File: config.mk
export PLATFORM = sky130hd
export DESIGN_NAME = fixedprio_port_arb
export DESIGN_NICKNAME = d
export VERILOG_FILES = /design/src/rtl/prio_arb_pkg.sv /design/src/rtl/arb_ctrl.sv /design/src/rtl/arb_datapath.sv /design/src/rtl/fixedprio_port_arb.sv
export SDC_FILE = /design/constraint.sdc
export NUM_CORES = 1
export LEC_CHECK = 0
export ABC_AREA = 1
export BUFFER_PORTS_ARGS = -buffer_cell sky130_fd_sc_hd__buf_2
export CAP_MARGIN = 20
export CORE_AREA = 2 2 164 166
export CTS_BUF_LIST = sky130_fd_sc_hd__clkbuf_16
export DETAILED_ROUTE_END_ITERATION = 10
export DIE_AREA = 0 0 166 168
export GPL_ROUTABILITY_DRIVEN = 0
export GPL_TIMING_DRIVEN = 0
export PLACE_DENSITY = 0.32
export SLEW_MARGIN = 20
export SYNTH_ARGS = -nofsm -noshare
export SYNTH_HDL_FRONTEND = slang
export SYNTH_SLANG_ARGS = --single-unit
File: constraint.sdc
create_clock -name clk -period 3.2 [get_ports clk]
set_clock_uncertainty 0.2 [all_clocks]
set_input_delay 0.16 -clock clk [delete_from_list [all_inputs] [get_ports clk]]
set_output_delay 0.16 -clock clk [all_outputs]
set_load 0.03 [all_outputs]
File: src/rtl/prio_arb_pkg.sv
package prio_arb_pkg;

  // Strobes handed from the arbitration control to the datapath.
  typedef struct packed {
    logic owned;   // some master holds the port
    logic drive;   // present the owner's request to the slave this cycle
  } arbStrobe_t;

endpackage

File: src/rtl/arb_ctrl.sv
module arb_ctrl
  import prio_arb_pkg::*;
#(
  parameter int NM = 4,
  parameter int PW = 3,
  parameter logic [NM*PW-1:0] PRIO = {3'd4, 3'd5, 3'd6, 3'd7},
  localparam int IW = (NM > 1) ? $clog2(NM) : 1
) (
  input  logic          clk,
  input  logic          rstN,
  input  logic [NM-1:0] reqHit,
  input  logic          sReady,
  output arbStrobe_t    strobe,
  output logic [IW-1:0] ownerIdx
);

  logic [IW-1:0] ownerQ;
  logic          ownedQ;
  logic          gapQ;

  logic          drive;
  logic          accept;
  logic          boundary;
  logic [NM-1:0] cand;
  logic [IW-1:0] bestIdx;
  logic [PW-1:0] bestPrio;
  logic          found;
  logic          switchNow;

  function automatic logic [PW-1:0] prioOf(input logic [IW-1:0] idx);
    return PRIO[idx*PW +: PW];
  endfunction

  // The owner reaches the slave only while it is requesting and not in a handoff gap.
  assign drive    = ownedQ && !gapQ && reqHit[ownerQ];
  assign accept   = drive && sReady;
  assign boundary = !drive || accept;

  // The owner's own request leaves the contest in the cycle it completes.
  always_comb begin
    cand = reqHit;
    if (accept) cand[ownerQ] = 1'b0;
  end

  always_comb begin
    bestIdx  = '0;
    bestPrio = '0;
    found    = 1'b0;
    for (int k = 0; k < NM; k++) begin
      if (cand[k] && (!found || prioOf(IW'(k)) > bestPrio)) begin
        found    = 1'b1;
        bestIdx  = IW'(k);
        bestPrio = prioOf(IW'(k));
      end
    end
  end

  always_comb begin
    switchNow = 1'b0;
    if (boundary && found) begin
      if (accept) switchNow = bestPrio > prioOf(ownerQ);
      else        switchNow = !ownedQ || (bestIdx != ownerQ);
    end
  end

  always_ff @(posedge clk or negedge rstN) begin
    if (!rstN) begin
      ownerQ <= '0;
      ownedQ <= 1'b0;
      gapQ   <= 1'b0;
    end else if (switchNow) begin
      ownerQ <= bestIdx;
      ownedQ <= 1'b1;
      // A handoff straight after a busy cycle leaves the next slave cycle idle.
      gapQ   <= accept;
    end else begin
      gapQ   <= 1'b0;
    end
  end

  assign strobe.owned = ownedQ;
  assign strobe.drive = drive;
  assign ownerIdx     = ownerQ;

  // levels must be unique so that no tie can arise.
  initial begin
    for (int i = 0; i < NM; i++) begin
      for (int j = i + 1; j < NM; j++) begin
        a_r3_unique_levels: assert (PRIO[i*PW +: PW] != PRIO[j*PW +: PW])
          else $error("priority levels of masters %0d and %0d collide", i, j);
      end
    end
  end

  // a transfer the slave is holding pins the owner.
  a_r8_hold_owner: assert property (@(posedge clk) disable iff (!rstN)
    (drive && !sReady) |=> (ownedQ && ownerQ == $past(ownerQ)));

  // any change of owner is separated by an idle slave cycle.
  a_r6_idle_on_handoff: assert property (@(posedge clk) disable iff (!rstN)
    (ownedQ && $past(ownedQ) && ownerQ != $past(ownerQ)) |-> !(drive && $past(drive)));

  // taking the port from a busy owner needs a strictly higher level.
  a_r3_preempt_higher: assert property (@(posedge clk) disable iff (!rstN)
    ($past(accept) && ownerQ != $past(ownerQ)) |-> (prioOf(ownerQ) > prioOf($past(ownerQ))));

  // ownership, once taken, is never dropped.
  a_r1_owned_sticky: assert property (@(posedge clk) disable iff (!rstN)
    ownedQ |=> ownedQ);

endmodule

File: src/rtl/arb_datapath.sv
module arb_datapath
  import prio_arb_pkg::*;
#(
  parameter int NM = 4,
  parameter int AW = 16,
  parameter int DW = 32,
  parameter logic [AW-1:0] BASE = 16'h4000,
  parameter logic [AW-1:0] SIZE = 16'h2000,
  localparam int IW = (NM > 1) ? $clog2(NM) : 1,
  localparam logic [AW:0] LOW = {1'b0, BASE},
  localparam logic [AW:0] LIMIT = {1'b0, BASE} + {1'b0, SIZE}
) (
  input  logic             clk,
  input  logic             rstN,
  input  logic [NM-1:0]    mValid,
  input  logic [NM*AW-1:0] mAddr,
  input  logic [NM-1:0]    mWrite,
  input  logic [NM*DW-1:0] mWdata,
  output logic [NM-1:0]    mReady,
  output logic [NM-1:0]    mErr,
  output logic [NM*DW-1:0] mRdata,
  input  arbStrobe_t       strobe,
  input  logic [IW-1:0]    ownerIdx,
  output logic [NM-1:0]    reqHit,
  output logic             sValid,
  output logic [AW-1:0]    sAddr,
  output logic             sWrite,
  output logic [DW-1:0]    sWdata,
  input  logic             sReady,
  input  logic [DW-1:0]    sRdata,
  input  logic             sErr
);

  logic [NM-1:0] hit;

  for (genvar g = 0; g < NM; g++) begin : gLane
    logic [AW:0] addrX;
    logic        isOwner;
    logic        done;
    logic        miss;

    assign addrX   = {1'b0, mAddr[g*AW +: AW]};
    assign hit[g]  = (addrX >= LOW) && (addrX < LIMIT);
    assign reqHit[g] = mValid[g] && hit[g];
    assign isOwner = strobe.owned && (ownerIdx == IW'(g));
    assign done    = isOwner && strobe.drive && sReady;
    assign miss    = mValid[g] && !hit[g];

    assign mReady[g] = done || miss;
    assign mErr[g]   = (done && sErr) || miss;
    assign mRdata[g*DW +: DW] = isOwner ? sRdata : '0;

    // an error is only ever reported together with completion.
    a_r10_err_with_ready: assert property (@(posedge clk) disable iff (!rstN)
      mErr[g] |-> mReady[g]);
  end

  // The owner's request goes to the slave; the bus rests at zero otherwise.
  assign sValid = strobe.drive;
  assign sAddr  = strobe.drive ? mAddr[ownerIdx*AW +: AW] : '0;
  assign sWrite = strobe.drive && mWrite[ownerIdx];
  assign sWdata = strobe.drive ? mWdata[ownerIdx*DW +: DW] : '0;

  // the slave never sees an address outside its window.
  a_r2_slave_in_window: assert property (@(posedge clk) disable iff (!rstN)
    sValid |-> (({1'b0, sAddr} >= LOW) && ({1'b0, sAddr} < LIMIT)));

  // at most one master completes a slave transfer per cycle.
  a_r11_single_completion: assert property (@(posedge clk) disable iff (!rstN)
    $countones(mReady & hit) <= 1);

  // a transfer held by the slave keeps its address.
  a_r8_addr_stable: assert property (@(posedge clk) disable iff (!rstN)
    (sValid && !sReady && $past(sValid && !sReady)) |-> $stable(sAddr) || !$stable(ownerIdx));

endmodule

File: src/rtl/fixedprio_port_arb.sv
module fixedprio_port_arb
  import prio_arb_pkg::*;
#(
  parameter int NUM_MASTERS = 4,
  parameter int ADDR_W = 16,
  parameter int DATA_W = 32,
  parameter int PRIO_W = 3,
  parameter logic [NUM_MASTERS*PRIO_W-1:0] MASTER_PRIO = {3'd4, 3'd5, 3'd6, 3'd7},
  parameter logic [ADDR_W-1:0] REGION_BASE = 16'h4000,
  parameter logic [ADDR_W-1:0] REGION_SIZE = 16'h2000,
  localparam int IW = (NUM_MASTERS > 1) ? $clog2(NUM_MASTERS) : 1
) (
  input  logic                          clk,
  input  logic                          rstN,
  input  logic [NUM_MASTERS-1:0]        mValid,
  input  logic [NUM_MASTERS*ADDR_W-1:0] mAddr,
  input  logic [NUM_MASTERS-1:0]        mWrite,
  input  logic [NUM_MASTERS*DATA_W-1:0] mWdata,
  output logic [NUM_MASTERS-1:0]        mReady,
  output logic [NUM_MASTERS-1:0]        mErr,
  output logic [NUM_MASTERS*DATA_W-1:0] mRdata,
  output logic                          sValid,
  output logic [ADDR_W-1:0]             sAddr,
  output logic                          sWrite,
  output logic [DATA_W-1:0]             sWdata,
  input  logic                          sReady,
  input  logic [DATA_W-1:0]             sRdata,
  input  logic                          sErr
);

  arbStrobe_t             strobe;
  logic [IW-1:0]          ownerIdx;
  logic [NUM_MASTERS-1:0] reqHit;

  arb_ctrl #(
    .NM  (NUM_MASTERS),
    .PW  (PRIO_W),
    .PRIO(MASTER_PRIO)
  ) uCtrl (
    .clk     (clk),
    .rstN    (rstN),
    .reqHit  (reqHit),
    .sReady  (sReady),
    .strobe  (strobe),
    .ownerIdx(ownerIdx)
  );

  arb_datapath #(
    .NM  (NUM_MASTERS),
    .AW  (ADDR_W),
    .DW  (DATA_W),
    .BASE(REGION_BASE),
    .SIZE(REGION_SIZE)
  ) uPath (
    .clk     (clk),
    .rstN    (rstN),
    .mValid  (mValid),
    .mAddr   (mAddr),
    .mWrite  (mWrite),
    .mWdata  (mWdata),
    .mReady  (mReady),
    .mErr    (mErr),
    .mRdata  (mRdata),
    .strobe  (strobe),
    .ownerIdx(ownerIdx),
    .reqHit  (reqHit),
    .sValid  (sValid),
    .sAddr   (sAddr),
    .sWrite  (sWrite),
    .sWdata  (sWdata),
    .sReady  (sReady),
    .sRdata  (sRdata),
    .sErr    (sErr)
  );

endmodule

[Yosys cells after proc, flatten, opt, wreduce, memory -nomap -nowiden]
Cells that the tools add are included.
Widths: inputs -> output; s select.
Word-level totals
  register bits after elaboration: 4
  latch bits: 0
  RAM bits: 0
  ROM bits: 0
  input bits: 236
  memories kept: 0
Operators by class
  $add $sub $neg: 0
  $mul: 1
  div/mod/pow operators: 0
  order comparisons: 14
  eq/ne operators: 4
  shifts and indexed selects: 3
  muxes and demuxes: 27
  bitwise operators: 2
  reductions and logical operators: 61
Operator list (number)
  $mux 32: 5
  $shiftx 128x8->32: 1
  $ge 16x15->1 const B: 4
  $lt 16x15->1 const B: 4
  $shiftx 64x7->16: 1
  $logic_and 1x1->1: 37
  $mux 16: 1
  $logic_or 1x1->1: 13
  $mux 3: 4
  $shiftx 12x5->3 const A: 1
  $mux 1: 11
  $logic_not 1->1: 10
  $gt 3x3->1 const A: 3
  $and 4x4->4: 1
  $bmux 1 s2: 2
  $eq 2x2->1 const B: 2
  $mul 2x2->4 const B: 1
  $mux 2: 2
  $mux 4: 1
  $not 4->4: 1
  $gt 3x3->1: 1
  $lt 2x3->1 const B: 1
  $demux 1 s2: 1
  $eq 2x1->1 const B: 1
  3 further kinds: 3

[Longest topological paths before layout]
Gate-level depths: netlist of run 1.
  depth in word-level cells: 26
  gate-level depth with buffers: 20
  mapped depth without buffers: 20

[Cells and area by module]
A second synthesis of run 1 with hierarchy kept.
Second synthesis, totals
  cells, all modules: 721
  area, all modules: 3196.8 µm²
By module, submodules not included
  arb_datapath: times used 1, cells an instance 651, area each 2743.9 µm², sequential area each 0.0 µm²
  arb_ctrl: times used 1, cells an instance 70, area each 452.9 µm², sequential area each 100.1 µm²

[Worst setup path before layout of run 1]
OpenSTA, ideal clock, no wires.
  path kind: reg2reg
  from: reg uCtrl.ownerQ[1] (netlist: uCtrl.ownerIdx[1])
  to: reg uCtrl.ownerQ[0] (netlist: uCtrl.ownerIdx[0])
  arrival: 2102 ps
  setup slack: 781 ps
  stages on the path, launching flop included: 19
  path buffers: 0
  period minus slack after synthesis: 2419 ps
  cell sequence: dfrtp_1 inv_1 nor2_1 nand2_1 nand2_1 nor2_2 nand4_1 nand2_2 inv_1 a21boi_0 ha_1 a21oi_1 a21oi_1 inv_1 nand2_1 inv_1 nand2_2 nand2_1 nand2_1
Between the ends
  longest elaborated chain between the ends: 24
  elaborated cells between the ends (all ways): 45
  classes of those cells: 1 x mul; 6 x order compare; 1 x eq/ne; 1 x shift; 18 x mux; 2 x bitwise; 16 x reduce/logical
Ends and longest elaborated chain
  from (decl): RTL line arb_ctrl.sv:17  | logic [IW-1:0] ownerQ;
  from (signal assigned): RTL line arb_ctrl.sv:72  | ownerQ <= bestIdx;
  parallel branches: the longest is 24 deep, another holds $lt 2x3->1
Several ways; the timed one is not identified. The select of a mux whose other input is x is not followed.
A chain may end at the register's enable or synchronous reset.

[Final worst setup path of run 1]
  from: reg uCtrl.ownerQ[0] (netlist: uCtrl.ownerIdx[0])
  to: out sWdata[29]
Between the ends
  longest elaborated chain between the ends: 4
  elaborated cells between the ends (all ways): 5
  classes of those cells: 1 x shift; 3 x mux; 1 x reduce/logical
Ends and longest elaborated chain
  parallel branches: the longest is 3 deep, another holds $shiftx 128x8->32
  $mux 32 (*): RTL line arb_datapath.sv:62  | assign sWdata = strobe.drive ? mWdata[ownerIdx*DW +: DW] : '0;
  to (decl): RTL line fixedprio_port_arb.sv:25  | output logic [DATA_W-1:0] sWdata,
Every way passes the cells marked *. The select of a mux whose other input is x is not followed.

==> results.py, run 1 <==
metrics = {
    "run_status": {
        "outcome": "finished clean",
    },
    "cts": {
        "clock_sinks": 4,
        "cts_tree": "done",
        "clockBufferDepth": 2,
        "cts_max_level": 1,
        "root_buffer": "clkbuf_16",
        "path_clk_slew_ns": 0.03,
        "clkLatencyLatePin_ns": 0.22,
        "cts_inserted_buffers": 3,
    },
    "power_and_ir_drop": {
        "p_leak_uw": 0.00313,
        "netSwitchingPower_uw": 3580,
        "power_switching_share_pct": 72.1,
        "clkPwrFrac_pct": 3.9,
        "power_frac_seq_pct": 1.8,
        "internal_power_uw": 1380,
        "ir_worst_vdd_uv": 329,
        "pwr_density_cell_nw_per_um2": 993,
        "power.total_uw": 4960,
        "p_comb_share_pct": 94.4,
    },
    "synthesis": {
        "synthAdderAreaFrac_pct": 1.06,
        "synth_cell_types": 26,
        "yosys-mux-area-fraction_pct": 0,
        "postSynthCellCount": 489,
        "synth-compound-area-share_pct": 29.9,
        "synth-seq-cells": 4,
        "synth_area_um2": 2360,
        "synth_warnings": 0,
        "avgSynthCellArea_um2": 4.83,
        "synth-simple-area-share_pct": 48.7,
        "synth_top_family_by_area": "simple AND/OR/NAND/NOR gates",
        "yosysSeqAreaShare_pct": 4.24,
        "yosys.area_share.xor_xnor_pct": 0,
    },
    "grt": {
        "grt_usage_pct": 13.7,
        "grt_start_max_net_pins": 11,
        "antenna_found_initial": 2,
        "grt_pass1_vias": 4853,
        "grt_pass1_wl_mm": 29.4,
        "overflow": 0,
    },
    "cells_and_area": {
        "final_core_util_pct": 19.0,
        "drive_gt1_share_pct": 49.6,
        "n_fill_cell": 3174,
        "diodes": 0,
        "area_growth_pct": 112,
        "fin_nets": 1154,
        "final_common_cell": "buf_2",
        "layout.cells.non_filler": 1255,
        "most-common-layout-cells": "buf_2, nor2_1, nand2_1",
    },
    "routing": {
        "antenna_left": 0,
        "viasPerCell": 3.83,
        "post_drt_wl_per_cell_um": 16.2,
        "drtIter0Drc": 136,
        "vias": 4803,
        "totalWireLength_mm": 20.4,
        "firstDrtPassIters": 6,
        "drc": 0,
    },
    "place": {
        "placed_cells": 1250,
        "preCtsSetupSlack_ns": -0.219,
        "place_hpwl_mm": 17.8,
        "portBuffers": 419,
    },
    "critical_path": {
        "worstPathMaxFanout": 10,
        "crit_required_ns": 2.84,
        "crit_path_cell_trace": "inv_2 > nor2_2 > clkbuf_2 > clkbuf_1 > a22oi_1 > a31oi_1 > buf_2",
        "critPathMaxStageDelay_ns": 0.52,
        "r2r-start": "uCtrl.ownerIdx[1]",
        "crit_type": "flop to output pin",
        "worst_setup_path_start_kind": "flop",
        "arrival_ns": 2.65,
        "startpoint": "uCtrl.ownerIdx[0]",
        "crit_path_top_delay_cell": "clkbuf_1",
        "critical_path.endpoint_type": "output pin",
    },
    "sta": {
        "slew_violations": 0,
        "fin_ws_ns": 0.188,
        "final_hold_viol_count": 0,
        "rsz0062_at_grt": "false",
        "worstMarginPinSlew_ns": 0.638,
        "finalCritPeriodShare_pct": 94.1,
        "final.min_clock_period_ns": 3.01,
        "fmaxAchievable_mhz": 332,
        "timing.setup.tns_ns": 0,
        "max-slew-margin-rel_pct": 57.5,
        "setup-violations-final": 0,
    },
    "die": {
        "rows": 60,
        "start_util_pct": 8.96,
        "die_w_um": 166,
        "coreArea_um2": 26400,
        "die_h_um": 168,
        "io-pin-count": 422,
        "die_area_um2": 27900,
    },
    "min_path": {
        "min_path_type": "primary input to flop",
        "min_from": "sReady",
    },
    "flow_run": {
        "cap_viol_max_count": 0,
    },
}
==> routing by layer <==
layer / vias up / track usage, % / routed length, µm
met3: 8 / 2.94 / 1540
met4: 4 / 1.32 / 102
met5: - / 0 / 18
li1: 2444 / - / -
met2: 252 / 27.7 / 10900
met1: 2095 / 14.9 / 7800
==> state kept, by name (all words and copies together), names as in the netlist <==
| name | flops |
|---|---|
| uCtrl.ownedQ | 1 |
| uCtrl.gapQ | 1 |
| uCtrl.ownerIdx | 2 |
==> power groups by stage <==
stage | clock [µW] | sequential [µW] | combinational (µW)
5_1_grt | 199 | 90.4 | 5070
2_1_floorplan | 0 | 79.5 | 3010
4_1_cts | 196 | 86.6 | 4790
3_5_place_dp | 0 | 87.0 | 4770
6_report | 192 | 87.4 | 4680
3_3_place_gp | 0 | 87.0 | 4800
==> metrics by stage <==
stage	cell area, µm²	hold slack [ns]
after global placement	4890	-0.222
after CTS	4980	0.0870
after detailed placement	4890	-0.222
after floorplan	2360	-0.336
final	4990	0.0852
after global routing	4990	0.121
==> logic make-up after synthesis <==
family | after synthesis
adder cells (fa/ha/maj) | 2
AND/OR/NAND/NOR | 281
other | 1
flip-flops | 4
AO/OA/AOI/OAI | 103
buffers and inverters | 98
==> worst max-delay path: cells and delay by family, from the launching register on <==
kind | cells | cell delay, ns
AND/OR/NAND/NOR | 1 | 0.25
buffers and inverters | 4 | 1.32
AO/OA/AOI/OAI | 2 | 0.42
flip-flops | 1 | 0.43
==> synth_stat cells, drive strengths merged <==
master,n,area [µm²]
nor2,134,510
nand2,129,502
inv,59,221
a22oi,46,345
a31oi,46,288
clkbuf,33,124
nand4,9,68.8
nand3,7,40.0
buf,6,30.0
a21oi,5,40.0
o21ai,5,25.0
dfrtp,4,100
ha,2,25.0
a21boi,1,7.51
conb,1,3.75
nand3b,1,20.0
or2,1,8.76
==> area by class of cell <==
cell class	instances	area [µm²]	area share, %
repair buffers	421	2110	42.3
multi-input cells	388	1890	37.9
well taps	341	427	8.54
inverters	59	221	4.43
plain buffers	39	165	3.31
flip-flops and latches	4	100	2.00
clock buffers	3	75.1	1.50
==> final timing paths <==
kind | slack, ns | end | cells after the start
worst max-delay path | 0.19 | sWdata[29] | 7
worst min-delay path | 0.09 | uCtrl.gapQ | 3
worst max register to register | 0.47 | uCtrl.ownerIdx[0] | 17
worst min register to register | 0.38 | uCtrl.ownedQ | 2
max in group asynchronous | 2.57 | uCtrl.ownerIdx[0] | 2
min in group asynchronous | 0.11 | uCtrl.ownedQ | 2
==> timing repair <==
action                                  CTS  global route
pin swaps                                 0             1
setup buffers                             0             1
cloned                                    0             0
hold buffers                              1             0
endpoints found under the setup margin  105            32
endpoints found under the hold margin     4             0
resized for setup                         7             5
Note: power is estimated with default switching activity, not from simulation.
==> run 2: changes to the inputs <==
--- a/config.mk
+++ b/config.mk
@@ -8,13 +8,15 @@
 export ABC_AREA = 1
 export BUFFER_PORTS_ARGS = -buffer_cell sky130_fd_sc_hd__buf_2
 export CAP_MARGIN = 20
-export CORE_AREA = 2 2 164 166
+export CELL_PAD_IN_SITES_DETAIL_PLACEMENT = 0
+export CELL_PAD_IN_SITES_GLOBAL_PLACEMENT = 1
+export CORE_AREA = 2 2 163 165
 export CTS_BUF_LIST = sky130_fd_sc_hd__clkbuf_16
 export DETAILED_ROUTE_END_ITERATION = 10
-export DIE_AREA = 0 0 166 168
+export DIE_AREA = 0 0 165 167
 export GPL_ROUTABILITY_DRIVEN = 0
 export GPL_TIMING_DRIVEN = 0
-export PLACE_DENSITY = 0.32
+export PLACE_DENSITY = 0.55
 export SLEW_MARGIN = 20
 export SYNTH_ARGS = -nofsm -noshare
 export SYNTH_HDL_FRONTEND = slang
==> results.py, run 2 (synthesis gave the netlist of run 1 again) <==
metrics = {
    "routing": {
        "viasPerCell": 3.95,
        "firstDrtPassIters": 4,
        "drc": 0,
        "antenna_left": 0,
        "vias": 4928,
        "drtIter0Drc": 172,
        "post_drt_wl_per_cell_um": 16.6,
        "totalWireLength_mm": 20.7,
    },
    "sta": {
        "timing.setup.tns_ns": 0,
        "holdWs_ns": 0.0736,
        "final.min_clock_period_ns": 2.97,
        "final_hold_viol_count": 0,
        "rsz0062_at_grt": "false",
        "slew_violations": 0,
        "setup-violations-final": 0,
        "fmaxAchievable_mhz": 336,
        "max-slew-margin-rel_pct": 60.7,
        "worstMarginPinSlew_ns": 0.589,
        "finalCritPeriodShare_pct": 92.9,
    },
    "power_and_ir_drop": {
        "clkPwrFrac_pct": 3.9,
        "netSwitchingPower_uw": 3590,
        "p_leak_uw": 0.00313,
        "ir_worst_vdd_uv": 283,
        "internal_power_uw": 1380,
        "p_comb_share_pct": 94.3,
        "pwr_density_cell_nw_per_um2": 997,
        "power_frac_seq_pct": 1.8,
        "power_switching_share_pct": 72.2,
    },
    "cts": {
        "path_clk_slew_ns": 0.03,
        "clkLatencyLatePin_ns": 0.23,
        "clockBufferDepth": 2,
        "cts_inserted_buffers": 3,
        "root_buffer": "clkbuf_16",
        "cts_tree": "done",
        "cts_max_level": 1,
        "clock_sinks": 4,
    },
    "die": {
        "start_util_pct": 9.16,
        "rows": 59,
        "die_area_um2": 27600,
        "die_h_um": 167,
        "coreArea_um2": 25800,
        "die_w_um": 165,
        "io-pin-count": 422,
    },
    "cells_and_area": {
        "diodes": 0,
        "design_area_um2": 4980,
        "regArea_um2": 100,
        "drive_gt1_share_pct": 49.6,
        "area_growth_pct": 111,
        "largest_reg_flops": 2,
        "final_common_cell": "buf_2",
        "n_fill_cell": 3089,
        "most-common-layout-cells": "buf_2, nor2_1, nand2_1",
        "fin_nets": 1153,
        "multi_input_area_um2": 1890,
    },
    "critical_path": {
        "crit_type": "flop to output pin",
        "critical_path.endpoint_type": "output pin",
        "worstPathMaxFanout": 10,
        "worst_setup_path_start_kind": "flop",
        "crit_required_ns": 2.84,
        "arrival_ns": 2.61,
    },
    "grt": {
        "grtUsageMet1_pct": 15.3,
        "grt_pass1_vias": 4664,
        "grt_pass1_wl_mm": 28.3,
        "gr-usage-met3_pct": 1.97,
        "top_usage_layer": "met2",
        "overflow": 0,
        "grt_usage_pct": 13.7,
        "grt_util_met2_pct": 27.1,
        "grt_start_max_net_pins": 11,
        "antenna_found_initial": 1,
    },
    "min_path": {
        "min_path_type": "primary input to flop",
    },
    "run_status": {
        "outcome": "finished clean",
    },
    "place": {
        "portBuffers": 419,
        "postPlaceCellArea_um2": 4880,
        "place_hpwl_mm": 18.2,
    },
    "flow_run": {
        "cap_viol_max_count": 0,
    },
}
==> run 2: changes by cell type in the layout (fill, tap and decap cells not counted), sizes merged <==
cell	delta
clkbuf	-2
clkdlybuf4s18	+1
==> run 2: stage by stage <==
stage          setup slack, ns  cells  power (µW)  utilization [%]
2_1_floorplan            0.781    490        3090                -
3_3_place_gp            -0.209   1244        4860             18.9
3_5_place_dp            -0.175   1244        4840             18.9
4_1_cts                 0.0555   1248        5070             19.3
5_1_grt                 0.0225   1248        5360             19.3
6_report                 0.226   1248        4970             19.3
==> run 2: worst max-delay path, stage by stage (launching register included) <==
cell             delay [ns]
dfrtp_1                0.45
inv_1                  0.13
nor2_2                 0.27
clkbuf_2               0.31
clkdlybuf4s18_2        0.47
nand2_1                0.10
a31oi_1                0.34
buf_2                  0.30
==> run 2: cell type report <==
class,instances,share of cell area (%)
buffer,39,3.44
clock buffer,3,1.51
inverter,59,4.44
multi-input combinational,388,37.9
sequential,4,2.01
tap,335,8.41
timing repair buffer,420,42.3
==> run 2: worst paths after layout <==
check,startpoint,depth (start not counted),slack (ns),endpoint
max,uCtrl.ownerIdx[1],7,0.23,sWrite
min,sReady,3,0.07,uCtrl.gapQ
max reg2reg,uCtrl.ownerIdx[1],20,0.41,uCtrl.ownerIdx[0]
min reg2reg,uCtrl.ownerIdx[0],2,0.39,uCtrl.ownerIdx[0]
max in group asynchronous,rstN,2,2.58,uCtrl.ownerIdx[1]
min in group asynchronous,rstN,2,0.10,uCtrl.gapQ
==> run 2: metal layers <==
layer | vias up | wire length (µm) | part of all wire (%)
met5 | - | 11 | 0.053
met4 | 2 | 390 | 1.9
met3 | 23 | 1520 | 7.4
met2 | 306 | 10700 | 52
met1 | 2157 | 8080 | 39
li1 | 2440 | - | -
==> run 2: repair_timing <==
item / 4_1_cts / 5_1_grt
endpoints found under the setup margin: 102 / 25
resized for setup: 10 / 6
hold buffers: 1 / 0
hold endpoints to repair: 4 / 0
setup buffers: 0 / 0
==> run 2: power by group through the flow <==
| stage | logic [µW] | registers [µW] | clock network [µW] |
|---|---|---|---|
| after global placement | 4770 | 86.5 | 0 |
| after CTS | 4780 | 86.6 | 198 |
| after floorplan | 3010 | 79.5 | 0 |
| after detailed placement | 4760 | 87.0 | 0 |
| final | 4690 | 87.5 | 196 |
| after global routing | 5060 | 91.2 | 205 |
